$ cat src/rtl/sector_erase_batcher.sv
module sector_erase_batcher #(
  parameter int SECTORS    = 16,
  parameter int OFS_W      = 16,
  parameter int WINDOW_CYC = 40,
  parameter int ERASE_CYC  = 12,
  localparam int SEC_W     = $clog2(SECTORS),
  localparam int ADDR_W    = OFS_W + SEC_W
) (
  input  logic               clk,
  input  logic               rst_n,
  input  logic               cmd_sector,
  input  logic               cmd_chip,
  input  logic               cmd_suspend,
  input  logic               cmd_resume,
  input  logic               cmd_other,
  input  logic [ADDR_W-1:0]  cmd_addr,
  output logic [SECTORS-1:0] sect_mask,
  output logic               dq3,
  output logic               erase_start,
  output logic               erase_busy,
  output logic               erase_done,
  output logic               suspended,
  output logic               cmd_accept,
  output logic               cmd_reject
);
  localparam int WIN_W  = $clog2(WINDOW_CYC + 1);
  localparam int ECNT_W = $clog2(SECTORS * ERASE_CYC + 1);

  typedef enum logic [1:0] {ST_IDLE, ST_WIN, ST_ERASE, ST_SUSP} state_t;

  state_t              st;
  logic [WIN_W-1:0]    win_cnt;
  logic [ECNT_W-1:0]   ecnt;
  logic [SEC_W-1:0]    sec_idx;
  logic [SECTORS-1:0]  sec_bit;
  logic                win_expire, erase_last, any_cmd, accept_now;

  function automatic logic [ECNT_W-1:0] batch_cycles(input logic [SECTORS-1:0] m);
    logic [ECNT_W-1:0] acc;
    acc = '0;
    for (int i = 0; i < SECTORS; i++)
      if (m[i]) acc = acc + ECNT_W'(ERASE_CYC);
    return acc;
  endfunction

  assign sec_idx    = cmd_addr[ADDR_W-1:OFS_W];
  assign sec_bit    = {{(SECTORS-1){1'b0}}, 1'b1} << sec_idx;
  assign win_expire = (st == ST_WIN) && (win_cnt == WIN_W'(1));
  assign erase_last = (st == ST_ERASE) && (ecnt == ECNT_W'(1));
  assign any_cmd    = cmd_sector | cmd_chip | cmd_suspend | cmd_resume | cmd_other;
  assign erase_busy = (st == ST_ERASE);
  assign suspended  = (st == ST_SUSP);

  always_comb begin
    case (st)
      ST_IDLE:  accept_now = cmd_sector | cmd_chip | cmd_other;
      ST_WIN:   accept_now = cmd_sector & ~win_expire;
      ST_ERASE: accept_now = cmd_suspend & ~erase_last;
      default:  accept_now = cmd_resume;
    endcase
  end

  always_ff @(posedge clk) begin
    if (!rst_n) begin
      st          <= ST_IDLE;
      sect_mask   <= '0;
      win_cnt     <= '0;
      ecnt        <= '0;
      dq3         <= 1'b0;
      erase_start <= 1'b0;
      erase_done  <= 1'b0;
      cmd_accept  <= 1'b0;
      cmd_reject  <= 1'b0;
    end else begin
      erase_start <= 1'b0;
      erase_done  <= 1'b0;
      cmd_accept  <= any_cmd & accept_now;
      cmd_reject  <= any_cmd & ~accept_now;
      case (st)
        ST_IDLE: begin
          if (cmd_sector) begin
            sect_mask <= sec_bit;
            win_cnt   <= WIN_W'(WINDOW_CYC);
            st        <= ST_WIN;
          end else if (cmd_chip) begin
            sect_mask   <= '1;
            ecnt        <= ECNT_W'(SECTORS * ERASE_CYC);
            dq3         <= 1'b1;
            erase_start <= 1'b1;
            st          <= ST_ERASE;
          end
        end
        ST_WIN: begin
          if (win_expire) begin
            ecnt        <= batch_cycles(sect_mask);
            dq3         <= 1'b1;
            erase_start <= 1'b1;
            st          <= ST_ERASE;
          end else if (cmd_sector) begin
            sect_mask <= sect_mask | sec_bit;
            win_cnt   <= WIN_W'(WINDOW_CYC);
          end else begin
            win_cnt <= win_cnt - WIN_W'(1);
          end
        end
        ST_ERASE: begin
          if (erase_last) begin
            sect_mask  <= '0;
            ecnt       <= '0;
            dq3        <= 1'b0;
            erase_done <= 1'b1;
            st         <= ST_IDLE;
          end else begin
            ecnt <= ecnt - ECNT_W'(1);
            if (cmd_suspend) st <= ST_SUSP;
          end
        end
        default: begin
          if (cmd_resume) st <= ST_ERASE;
        end
      endcase
    end
  end

  AST_ONE_CMD: assert property (@(posedge clk) disable iff (!rst_n)
    $onehot0({cmd_sector, cmd_chip, cmd_suspend, cmd_resume, cmd_other}));
  AST_ACC_XOR_REJ: assert property (@(posedge clk) disable iff (!rst_n)
    !(cmd_accept && cmd_reject));
  AST_RISE_STARTS: assert property (@(posedge clk) disable iff (!rst_n)
    $rose(dq3) |-> erase_start);
  AST_MASK_FROZEN: assert property (@(posedge clk) disable iff (!rst_n)
    (dq3 && $past(dq3)) |-> $stable(sect_mask));
  AST_DONE_CLEAR: assert property (@(posedge clk) disable iff (!rst_n)
    erase_done |-> (sect_mask == '0 && !dq3 && !erase_busy));
  AST_SUSP_FREEZE: assert property (@(posedge clk) disable iff (!rst_n)
    (suspended && $past(suspended)) |-> ($stable(ecnt) && dq3));
  AST_WIN_LOW: assert property (@(posedge clk) disable iff (!rst_n)
    (st == ST_WIN) |-> (!dq3 && sect_mask != '0));
endmodule

$ cat config.mk
export PLATFORM = sky130hd
export DESIGN_NAME = sector_erase_batcher
export DESIGN_NICKNAME = d
export VERILOG_FILES = /design/src/rtl/sector_erase_batcher.sv
export SDC_FILE = /design/constraint.sdc
export NUM_CORES = 1
export LEC_CHECK = 0
export ABC_AREA = 1
export BUFFER_PORTS_ARGS = -buffer_cell sky130_fd_sc_hd__buf_2
export CAP_MARGIN = 20
export CORE_MARGIN = 8
export CORE_UTILIZATION = 30
export DETAILED_ROUTE_END_ITERATION = 8
export PLACE_DENSITY = 0.47
export SLEW_MARGIN = 20
export SYNTH_ARGS = -nofsm -noshare
export SYNTH_HDL_FRONTEND = slang
export SYNTH_SLANG_ARGS = --single-unit
$ cat constraint.sdc
create_clock -name clk -period 8 [get_ports clk]
set_clock_uncertainty 0.15 [all_clocks]
set_input_delay 0 -clock clk [delete_from_list [all_inputs] [get_ports clk]]
set_output_delay 0 -clock clk [all_outputs]
set_load 0.03 [all_outputs]
; ---- Word level (Yosys, flattened, before mapping)
; Index checks and enable logic that the tools add are counted.
[totals]
ff_bits = 37
out_inout_bits = 23
in_bits = 27
[classes]
eq_ne = 14
reduce_logical = 12
shift = 1
muxes = 94
n_bitwise = 13
add_sub_neg = 17
[op_table]
columns = operator, count
row1 = two-way mux 8 bit, 64
row2 = adder 8 x 4 -> 8 bit (second input constant), 15
row3 = two-way mux 16 bit, 5
row4 = one-hot mux 16 bit (3 select lines), 1
row5 = one-hot mux 8 bit (3 select lines), 1
row6 = two-way mux 6 bit, 3
row7 = bitwise OR 16 bit, 1
row8 = << shifter 1 x 4 -> 16 bit (first input constant), 1
row9 = two-way mux 2 bit, 6
row10 = inequality test 2 bit (second input constant), 6
row11 = one-hot mux 6 bit (2 select lines), 1
row12 = AND reduction 5 bit, 2
row13 = equality test 8 x 1 -> 1 bit (second input constant), 1
row14 = two-way mux 1 bit, 8
row15 = AND reduction 4 bit, 2
row16 = subtractor 8 x 1 -> 8 bit (second input constant), 1
row17 = equality test 6 x 1 -> 1 bit (second input constant), 1
row18 = one-hot mux 1 bit (3 select lines), 2
row19 = one-hot mux 2 bit (3 select lines), 1
row20 = subtractor 6 x 1 -> 6 bit (second input constant), 1
row21 = bitwise OR 1 bit, 5
row22 = bitwise AND 1 bit, 4
row23 = equality test 2 bit (second input constant), 2
row24 = two-way mux 4 bit, 1
row25 = 13 further kinds, 16

; ---- Depth between registers and ports, before layout
; Gate-level depths: netlist of run 1.
[logic_depth]
depth_word = 79
ltp_mapped = 50
ltp_nobuf = 50

; ---- Worst setup path before layout of run 1
; No wires, ideal clock.
[synth_path]
path_kind = flip-flop to flip-flop
start = register sect_mask[0]
end = register ecnt[7]
path_stages_with_launch = 47
arrival_ps = 6207
n_path_buf = 0
slack_ps = 1521
setup_time_ps = 122
period_less_slack_ps = 6479
path_cell_list = dfxtp_1 > inv_1 > fa_1 > inv_1 > nand2_1 > nand2_4 > nand2_4 > xnor2_1 > ha_1 > nand2_1 > o21ai_2 > ha_1 > o21ai_1 > inv_2 > ha_1 > nand2_1 > o21ai_2 > ha_1 > [... 11 more ...] > inv_1 > nor2_2 > inv_1 > nand3_2 > nand2_1 > nand2_1 > nand3_1 > nand2_1 > nand2_2 > nand2_4 > nand2_1 > inv_1 > nor2_1 > nand2_1 > nor2_1 > nand2_1 > nand3_1 > a21oi_2
[synth_between]
elab_chain_len = 78
[synth_rtl]
columns = element, line
row1 = "start, declared", 17  ; output logic [SECTORS-1:0] sect_mask,
row2 = "start signal, assigned", 82  ; sect_mask <= sec_bit;
row3 = "start signal, assigned", 100  ; sect_mask <= sect_mask | sec_bit;
row4 = two-way mux 4 bit *, 42  ; if (m[i]) acc = acc + ECNT_W'(ERASE_CYC);
row5 = two-way mux 8 bit *, 94  ; if (win_expire) begin
row6 = two-way mux 8 bit *, 79  ; case (st)
row7 = two-way mux 8 bit *, 64  ; if (!rst_n) begin
row8 = adder 8 x 4 -> 8 bit, 42
row9 = two-way mux 8 bit *, 42
row10 = two-way mux 8 bit *, 94
row11 = two-way mux 8 bit *, 79
row12 = [... 62 more ...], --
row13 = two-way mux 8 bit *, 42
row14 = two-way mux 8 bit *, 94
row15 = two-way mux 8 bit *, 79
row16 = two-way mux 8 bit *, 64
row17 = adder 8 x 4 -> 8 bit, 42
row18 = two-way mux 8 bit *, 42
row19 = two-way mux 8 bit *, 94
row20 = one-hot mux 8 bit (3 select lines) *, 79
row21 = "end signal, assigned", 87  ; ecnt <= ECNT_W'(SECTORS * ERASE_CYC);
row22 = "end signal, assigned", 95  ; ecnt <= batch_cycles(sect_mask);
row23 = "end signal, assigned", 114  ; ecnt <= ecnt - ECNT_W'(1);
row24 = "end, declared", 33  ; logic [ECNT_W-1:0] ecnt;
; Every way passes the cells marked *; elsewhere a longest branch is shown, timed or not. The select of a mux whose other input is x is not followed.
; A chain may end at the register's enable or synchronous reset.

; ---- Worst setup path in the final report of run 1
[layout_path]
start = register sect_mask[2]
end = register ecnt[7]
[layout_between]
elab_chain_len = 68
[layout_rtl]
columns = element, line
row1 = two-way mux 8 bit *, 42
row2 = two-way mux 8 bit *, 94
row3 = two-way mux 8 bit *, 79
row4 = two-way mux 8 bit *, 64
row5 = adder 8 x 4 -> 8 bit, 42
row6 = two-way mux 8 bit *, 42
row7 = two-way mux 8 bit *, 94
row8 = two-way mux 8 bit *, 79
row9 = [... 52 more ...], --
row10 = two-way mux 8 bit *, 42
row11 = two-way mux 8 bit *, 94
row12 = two-way mux 8 bit *, 79
row13 = two-way mux 8 bit *, 64
row14 = adder 8 x 4 -> 8 bit, 42
row15 = two-way mux 8 bit *, 42
row16 = two-way mux 8 bit *, 94
row17 = one-hot mux 8 bit (3 select lines) *, 79
; Marks and branches as above.

==> results of run 1 <==
-- sequential cells by signal, indices dropped and copies added, names as in the netlist --
signal and flops:
sect_mask 16, ecnt 8, win_cnt 6, st 2
cmd_accept 1, cmd_reject 1, dq3 1, erase_done 1
erase_start 1
-- per-layer routing --
metal / GRT usage (%) / vias up
li1: - / 2831
met1: 17.0 / 2318
met2: 22.6 / 50
met3: 2.08 / 10
met4: 2.79 / 4
met5: 0 / -
-- cell families after synthesis --
logic type	count (synthesis)
AO/OA/AOI/OAI	127
XOR/XNOR	13
adder cells (fa/ha/maj)	25
buffers and inverters	136
flip-flops	37
multiplexers	1
AND/OR/NAND/NOR	495
-- worst min-delay path by stage --
| stage | start | slack, ns | endpoint |
|---|---|---|---|
| after floorplan | rst_n | -0.01 | sect_mask[1] |
| after global placement | cmd_resume | 0.13 | cmd_reject |
| after detailed placement | cmd_resume | 0.13 | cmd_reject |
| after CTS | cmd_suspend | 0.007 | cmd_accept |
| after global routing | cmd_suspend | 0.05 | cmd_accept |
| final | cmd_suspend | 0.01 | cmd_accept |
-- timing repair --
| item | in CTS | in global routing |
|---|---|---|
| hold buffers | 4 | 0 |
| setup endpoints to repair | 0 | 0 |
| hold endpoints to repair | 15 | 0 |
-- cells in the final DEF (no fill, tap or decap), types with 2 or more instances in the layout --
cell type and n:
a211oi_1 3, a21oi_1 44, a21oi_2 2, a31oi_1 2
buf_2 33, clkbuf_16 5, clkinv_1 2, dfxtp_1 37
dlygate4sd3_1 4, ha_1 24, inv_1 88, inv_2 24
nand2_1 183, nand2_2 38, nand2_4 12, nand3_1 124
nand3_2 19, nand3b_1 3, nand4_1 24, nor2_1 63
nor2_2 4, nor3_1 11, nor3_2 2, nor4_1 6
o21ai_0 42, o21ai_1 8, o21ai_2 8, o22ai_1 3
o31a_1 7, or2_1 2, xnor2_1 5, xor2_1 7
-- final cells by class --
class,count,area share [%]
inverter,116,8.04
multi-input combinational,661,67.0
sequential,37,13.6
clock buffer,7,2.61
tap,220,5.04
timing repair buffer,37,3.76
-- stage by stage --
step / hold slack, ns / worst slack (ns)
after floorplan: -0.0116 / 1.52
after global placement: 0.132 / 1.03
after detailed placement: 0.132 / 1.02
after CTS: 0.00651 / 0.988
after global routing: 0.0495 / 0.412
final: 0.0130 / 1.07
-- worst max-delay path, delay by kind of cell, from the launching register on --
kind                       cells  cell delay [ns]
AOI/OAI and AO/OA              7             0.66
DFF                            1             0.46
adders and majority gates      8             2.60
buffers and inverters          7             0.53
and+or+nand+nor               22             2.13
xor gates and xnor gates       1             0.26
==> results.json, run 1 <==
{
  "yosysTopAreaCell": "dfxtp_1",
  "synth_xor_area_share_pct": 2.46,
  "cts.sinks": 37,
  "grt_pass1_vias": 4940,
  "final_cell_area_um2": 5460,
  "via_per_inst": 4.84,
  "post_dp_cell_area_um2": 5280,
  "synth_compound_area_share_pct": 15.0,
  "min_period_ns": 6.93,
  "ys_seq_area_share_pct": 15.0,
  "vias": 5213,
  "maxSlewHeadroom_pct": 43.8,
  "wl_met3_um": 353,
  "maxCapViolCount": 0,
  "hold-path-cell-count": 5,
  "r2r-start": "sect_mask[2]",
  "portBuffers": 33,
  "start_util_pct": 30.2,
  "syn_nets": 886,
  "htreeDepth": 2,
  "synthArstFlopShare_pct": 0,
  "r2r-end": "ecnt[7]",
  "wl_met2_um": 6010,
  "routedWlPerCell_um": 12.1,
  "wl_met1_um": 6560,
  "yosys.area_share.simple_pct": 49.9,
  "tns_ns": 0,
  "crit_required_ns": 8.01,
  "fp.coreArea_um2": 16300,
  "hpwl_um": 10600,
  "cp_data_arrival_time_ns": 6.94,
  "synth.area.top_cells": "dfxtp_1 15%, nand2_1 14%, nand3_1 13%",
  "worstMarginPinSlew_ns": 0.841,
  "fmax_mhz": 144,
  "drc": 0,
  "wl_um": 13100,
  "num-nets-final": 910,
  "synthAdderAreaFrac_pct": 6.49,
  "synth.area.mux_share_pct": 0.304,
  "cts_tree": "built",
  "dr.pass1.iters": 4,
  "clock_latency_ns": 0.28,
  "dp.cells": 1067,
  "rr_worst_depth": 45,
  "yosysMostFrequentCell": "nand2_1",
  "maxSlewViolCount": 0,
  "synth_top_flop_cell": "dfxtp_1",
  "cts_buffers": 5,
  "grt-ovfl-total": 0,
  "fill_cells": 1904,
  "crit_slowest_cell": "fa_1",
  "outcome": "finished, final reports clean",
  "grt_pass1_wl_um": 23000,
  "dieArea_um2": 20800,
  "critPathMostFrequentCell": "nand2_1",
  "area_delta_synth_final_pct": 10.7,
  "ant_nets": 0,
  "synth_top_area_share_pct": 15.0,
  "ys_types": 49,
  "cts_setup_buffers": 0,
  "worstSetupPathType": "flop to flop",
  "timing.reg2reg.setup_slack_ns": 1.07,
  "crit_end": "ecnt[7]",
  "cp-startpoint": "sect_mask[2]",
  "finalCritPeriodShare_pct": 86.6,
  "synth_top_family_by_area": "simple AND/OR/NAND/NOR gates",
  "synth-edff-count": 0,
  "antenna_cells": 0,
  "final_layout_size_suffix_gt1_share_pct": 18.1,
  "cp-start-kind": "flop",
  "setup_violations": 0,
  "slowest_delay_ns": 0.53,
  "multi_input_area_um2": 3660,
  "place_congestion": 0.824,
  "grt_use_total_pct": 13.2,
  "syn_avg_cell_area_um2": 5.92,
  "crit_fanout": 7,
  "drt_iter0_markers": 254,
  "die_w_um": 144,
  "boundaryPins": 50,
  "die_h_um": 144,
  "antenna_found_initial": 2,
  "synth_warnings": 0,
  "final_hold_viol_count": 0,
  "rsz0062_at_grt": "false",
  "synthCells": 834,
  "synth_commonest_cells": "183 x nand2_1, 124 x nand3_1, 88 x inv_1",
  "post-route-util_pct": 33.4,
  "root_buffer": "clkbuf_16",
  "cts_resized": 0,
  "routed.top_layer": "met5",
  "register_area_um2": 741,
  "grt_max_degree": 33,
  "finalNonFillerCells": 1078,
  "rows": 47,
  "synth_area_um2": 4940,
  "ys_seq_elements": 37,
  "path_clk_slew_ns": 0.06,
  "hp-class": "input pin to flop",
  "ctsLongestPathBuffers": 2,
  "cp-end-kind": "flop"
}
Power of run 1 is not shown: default switching activity piles up to over one toggle a cycle in this logic, so the estimate is an artifact.
==> inputs of run 2 (changes only) <==
--- a/config.mk
+++ b/config.mk
@@ -5,7 +5,6 @@
 export SDC_FILE = /design/constraint.sdc
 export NUM_CORES = 1
 export LEC_CHECK = 0
-export ABC_AREA = 1
 export BUFFER_PORTS_ARGS = -buffer_cell sky130_fd_sc_hd__buf_2
 export CAP_MARGIN = 20
 export CORE_MARGIN = 8
==> run 2 against run 1 <==
Net effect:
- fmax fell by 12%
- flip-flop and latch count did not move
- sequential share of layout area fell by 2.4 points
- die area rose by 13%
- first-iteration DRC count rose by 62%
- setup slack got worse by 0.95 ns
- synthesized cell count fell by 8.3%
- register-to-register slack got worse by 0.95 ns
- non-clock buffer count rose by 58
- via count rose by 11%
- final cell count fell by 2.6%
- critical path type unchanged
- critical endpoint unchanged
==> results.json, run 2 <==
{
  "post-route-util_pct": 36.1,
  "min_period_ns": 7.88,
  "maxSlewViolCount": 0,
  "synthCells": 765,
  "final_cell_mix": "67 x nand2_1, 66 x nor2_1, 54 x a21oi_1, 54 x buf_4, 39 x xnor2_1",
  "grt-ovfl-total": 0,
  "largest_register": "sect_mask",
  "vias": 5772,
  "hold-path-cell-count": 5,
  "ant_nets": 0,
  "cts_buffers": 5,
  "routedWlPerCell_um": 15.8,
  "yosysMostFrequentCell": "nand2_1",
  "crit_family": "adder cells",
  "maxSlewHeadroom_pct": 28.5,
  "htreeDepth": 2,
  "rr_worst_depth": 34,
  "setup_violations": 0,
  "clock_latency_ns": 0.28,
  "place_congestion": 0.842,
  "die_w_um": 153,
  "dieArea_um2": 23500,
  "cts.sinks": 37,
  "wl_um": 16600,
  "ctsLongestPathBuffers": 2,
  "synth_top_area_share_pct": 13.1,
  "whs_ns": 0.0531,
  "r2r-end": "ecnt[7]",
  "worstSetupPathType": "flop to flop",
  "finalCritPeriodShare_pct": 98.5,
  "path_clk_slew_ns": 0.06,
  "area_delta_synth_final_pct": 18.7,
  "min_from": "cmd_suspend",
  "rsz0062_at_grt": "true",
  "grt_max_degree": 39,
  "fmax_mhz": 127,
  "yosysTopAreaCell": "dfxtp_1",
  "grt_pass1_vias": 5389,
  "fp.coreArea_um2": 18600,
  "synth.area.top_cells": "dfxtp_1 13%, xnor2_1 6.7%, ha_1 5.3%",
  "maxCapViolCount": 0,
  "final_hold_viol_count": 0,
  "crit_required_ns": 8.02,
  "rows": 50,
  "outcome": "finished, final reports clean",
  "dr.pass1.iters": 5,
  "worstMarginPinSlew_ns": 1.07,
  "final_layout_size_suffix_gt1_share_pct": 22.9,
  "num-nets-final": 867,
  "crit_fanout": 4,
  "crit_buf_inv": 4,
  "synth-edff-count": 0,
  "hold-path-endpoint": "cmd_accept",
  "cts_tree": "built",
  "cp-end-kind": "flop",
  "synth_top_flop_cell": "dfxtp_1",
  "cp-start-kind": "flop",
  "synth_area_um2": 5650,
  "boundaryPins": 50,
  "syn_nets": 817,
  "start_util_pct": 30.4,
  "portBuffers": 33,
  "hpwl_um": 12100,
  "grt_pass1_wl_um": 27000,
  "timing.reg2reg.setup_slack_ns": 0.12,
  "largest_reg_flops": 16,
  "layout_commonest_cell": "nand2_1",
  "syn_avg_cell_area_um2": 7.38,
  "hp-class": "input pin to flop",
  "synth_commonest_cells": "67 x nand2_1, 66 x nor2_1, 54 x a21oi_1",
  "die_h_um": 153,
  "grt_use_total_pct": 13.3,
  "slowest_delay_ns": 0.62,
  "root_buffer": "clkbuf_16",
  "crit_slowest_cell": "or4b_4",
  "via_per_inst": 5.50,
  "ys_seq_elements": 37,
  "reg.largest.list": "sect_mask (16), ecnt (8), win_cnt (6)",
  "drt_iter0_markers": 411,
  "r2r-start": "sect_mask[2]",
  "synth_warnings": 0,
  "ys_seq_area_share_pct": 13.1,
  "cp_data_arrival_time_ns": 7.90,
  "ys_types": 94,
  "antenna_cells": 0,
  "synthArstFlopShare_pct": 0,
  "drc": 0,
  "antenna_found_initial": 0
}
-- run 2: cell types whose count changed after synthesis, moves of 22 or more --
cell      previous run  this run
nand2_1            183        67
nand3_1            124        22
inv_1               88        31
nand2_2             38         0
xnor2_1              5        43
clkbuf_1            11        36
inv_2               24         2
-- run 2: worst max-delay path by stage --
stage          endpoint          from  depth (start not counted)  slack [ns]
5_1_grt         ecnt[7]  sect_mask[2]                         34       -0.18
6_report        ecnt[7]  sect_mask[2]                         34        0.12
3_5_place_dp    ecnt[7]  sect_mask[0]                         35        0.01
3_3_place_gp    ecnt[7]  sect_mask[0]                         35       -0.02
4_1_cts         ecnt[7]  sect_mask[0]                         34        0.02
2_1_floorplan   ecnt[7]  sect_mask[2]                         36       -0.11
-- run 2: stage by stage --
step / cells / worst slack, ns / area (µm²) / setup TNS (ns)
2_1_floorplan: 765 / -0.111 / 5770 / -0.111
3_3_place_gp: 1027 / -0.0156 / 6330 / -0.0156
3_5_place_dp: 1027 / 0.0113 / 6330 / 0
4_1_cts: 1039 / 0.0195 / 6530 / 0
5_1_grt: 1050 / -0.184 / 6710 / -0.363
6_report: 1050 / 0.121 / 6710 / 0
-- run 2: worst min-delay path: stages --
cell and delay, ns:
buf_2 0.11, nand3_1 0.07, o21ai_0 0.07, mux2i_1 0.08, nor2_1 0.11
-- run 2: kinds of logic (layout without fill, tap and decap cells) --
logic type,Yosys count,count (layout),share of synthesized area [%]
simple gates,289,289,26.3
flops,37,37,13.1
buf+inv,87,138,6.54
compound gates,232,232,31.0
xor+xnor,67,67,12.0
fa+ha+maj,27,27,6.03
mux,26,26,5.01
-- run 2: repair_timing --
action | CTS | global route
pin swaps | 1 | 16
gates resized for setup | 3 | 19
setup endpoints to repair | 1 | 4
buffers inserted | 0 | 11
hold buffers | 4 | 0
hold endpoints to repair | 4 | 0
-- run 2: layout make-up --
| class | count | area [µm²] |
|---|---|---|
| Tap cell | 234 | 293 |
| Sequential cell | 37 | 749 |
| Clock inverter | 2 | 10.0 |
| Inverter | 35 | 131 |
| Timing Repair Buffer | 95 | 656 |
| Fill cell | 1960 | 11900 |
| Clock buffer | 6 | 129 |
| Multi-Input combinational cell | 641 | 4740 |
-- run 2: per-layer routing --
layer	global-route usage [%]	part of all wire [%]
met5	0	0
met4	3.96	1.7
met3	1.10	2.2
met2	21.8	46
met1	18.3	50
Power of run 2 is left out for the same reason.
==> inputs of run 3 (changes only) <==
--- a/config.mk
+++ b/config.mk
@@ -10,7 +10,7 @@
 export CORE_MARGIN = 8
 export CORE_UTILIZATION = 30
 export DETAILED_ROUTE_END_ITERATION = 8
-export PLACE_DENSITY = 0.47
+export PLACE_DENSITY = 0.48
 export SLEW_MARGIN = 20
 export SYNTH_ARGS = -nofsm -noshare
 export SYNTH_HDL_FRONTEND = slang
==> constraint.sdc (replaced) <==
create_clock -name clk -period 6.94 [get_ports clk]
set_clock_uncertainty 0.15 [all_clocks]
set_input_delay 0 -clock clk [delete_from_list [all_inputs] [get_ports clk]]
set_output_delay 0 -clock clk [all_outputs]
set_load 0.03 [all_outputs]
==> run 3 against run 2 <==
Net effect:
- the flow now finishes with violations (negative setup slack)
- register-to-register slack worse by 0.80 ns
- setup slack worse by 0.80 ns
- final area is 8.8% higher
- die area stayed put
- critical path depth is 1 lower
==> results.json, run 3 (same netlist as run 2, synthesis figures left out) <==
{
  "r2r-start": "sect_mask[2]",
  "wl_um": 17100,
  "cp-end-kind": "flop",
  "r2r-end": "ecnt[7]",
  "fmax_mhz": 131,
  "crit_required_ns": 6.96,
  "wl_met1_um": 8380,
  "cts.sinks": 37,
  "layout_commonest_cell": "buf_4",
  "fin_ws_ns": -0.679,
  "slowest_delay_ns": 0.60,
  "path_clk_slew_ns": 0.06,
  "cts_buffers": 5,
  "hp-class": "input pin to flop",
  "setup_violations": 4,
  "hold-path-cell-count": 3,
  "grt_max_degree": 39,
  "violations": "negative setup slack",
  "num-nets-final": 930,
  "timing.reg2reg.setup_slack_ns": -0.68,
  "via_per_inst": 5.37,
  "antenna_found_initial": 0,
  "multi_input_area_um2": 4790,
  "rsz0062_at_grt": "true",
  "crit_slowest_cell": "or4b_4",
  "wl_met2_um": 8080,
  "worstMarginPinSlew_ns": 1.05,
  "ant_nets": 0,
  "reg.largest.list": "sect_mask (16), ecnt (8), win_cnt (6)",
  "register_area_um2": 749,
  "hpwl_um": 12800,
  "final_cell_mix": "114 x buf_4, 67 x nand2_1, 65 x nor2_1, 53 x a21oi_1, 38 x xnor2_1",
  "fill_cells": 1931,
  "crit_fanout": 4,
  "boundaryPins": 50,
  "area_delta_synth_final_pct": 29.2,
  "grt_pass1_wl_um": 28500,
  "die_w_um": 153,
  "largest_register": "sect_mask",
  "start_util_pct": 30.4,
  "worstSetupPathType": "flop to flop",
  "grt_pass1_vias": 5717,
  "rows": 50,
  "wl_met3_um": 437,
  "rr_worst_depth": 33,
  "ctsLongestPathBuffers": 2,
  "routed.top_layer": "met4",
  "antenna_cells": 0,
  "place_ws_ns": -0.919,
  "outcome": "complete, but fails checks",
  "dr.pass1.iters": 5,
  "cts_tree": "built",
  "fp.coreArea_um2": 18600,
  "dieArea_um2": 23500,
  "root_buffer": "clkbuf_16",
  "hold-path-endpoint": "st[1]",
  "final_hold_viol_count": 0,
  "finalCritPeriodShare_pct": 110,
  "final_layout_size_suffix_gt1_share_pct": 29.2,
  "maxSlewViolCount": 0,
  "drc": 0,
  "routedWlPerCell_um": 15.4,
  "grt-ovfl-total": 0,
  "htreeDepth": 2,
  "cp_data_arrival_time_ns": 7.64,
  "die_h_um": 153,
  "largest_reg_flops": 16,
  "cp-start-kind": "flop",
  "min_from": "cmd_suspend",
  "maxCapViolCount": 0,
  "min_period_ns": 7.62,
  "place_congestion": 0.827,
  "drt_iter0_markers": 306,
  "grt_use_total_pct": 14.0,
  "vias": 5975,
  "clock_latency_ns": 0.28,
  "maxSlewHeadroom_pct": 30.0,
  "portBuffers": 33
}
-- run 3: per-layer routing --
layer  up-vias  track usage [%]
li1       3056                -
met1      2807             18.6
met2        93             24.2
met3        19             1.38
met4         0             2.69
met5         -                0
-- run 3: worst max-delay path by stage --
stage	from	endpoint	slack [ns]	cells past startpoint
after floorplan	sect_mask[2]	ecnt[7]	-1.16	36
after global placement	sect_mask[0]	ecnt[7]	-0.86	33
after detailed placement	sect_mask[0]	ecnt[7]	-0.92	33
after CTS	sect_mask[2]	ecnt[7]	-0.80	33
after global routing	sect_mask[2]	ecnt[7]	-1.0	33
final	sect_mask[2]	ecnt[7]	-0.68	33
-- run 3: stage by stage --
stage | setup TNS, ns | hold slack (ns) | util (%) | instances | instance area, µm²
2_1_floorplan | -3.23 | -0.00255 | - | 765 | 5790
3_3_place_gp | -2.79 | 0.174 | 36.5 | 1084 | 6790
3_5_place_dp | -2.94 | 0.168 | 36.5 | 1084 | 6790
4_1_cts | -2.58 | 0.0416 | 38.7 | 1111 | 7180
5_1_grt | -3.38 | 0.0603 | 39.3 | 1113 | 7290
6_report | -2.15 | 0.0502 | 39.3 | 1113 | 7290
-- run 3: final cells by class --
type | count | area share (%)
inverter | 35 | 1.80
clock buffer | 6 | 2.06
tap | 234 | 4.01
timing repair buffer | 158 | 15.7
sequential | 37 | 10.3
multi-input combinational | 641 | 65.6
clock inverter | 2 | 0.480
-- run 3: critical path, delay by kind of cell, from the launching register on --
kind            cells  cell delay [ns]
buf+inv             3             0.20
fa+ha+maj           7             2.03
mux                 5             1.11
flops               1             0.34
simple gates        5             1.91
xor+xnor            6             0.97
compound gates      7             0.79
-- run 3: timing repair --
action                                 4_1_cts  5_1_grt
buffers inserted                            15        2
pin swaps                                   19       16
hold buffers                                 4        0
endpoints found under the hold margin        4        0
setup endpoints to repair                    4        4
gates resized for setup                     11       17
Power of run 3 is left out for the same reason.
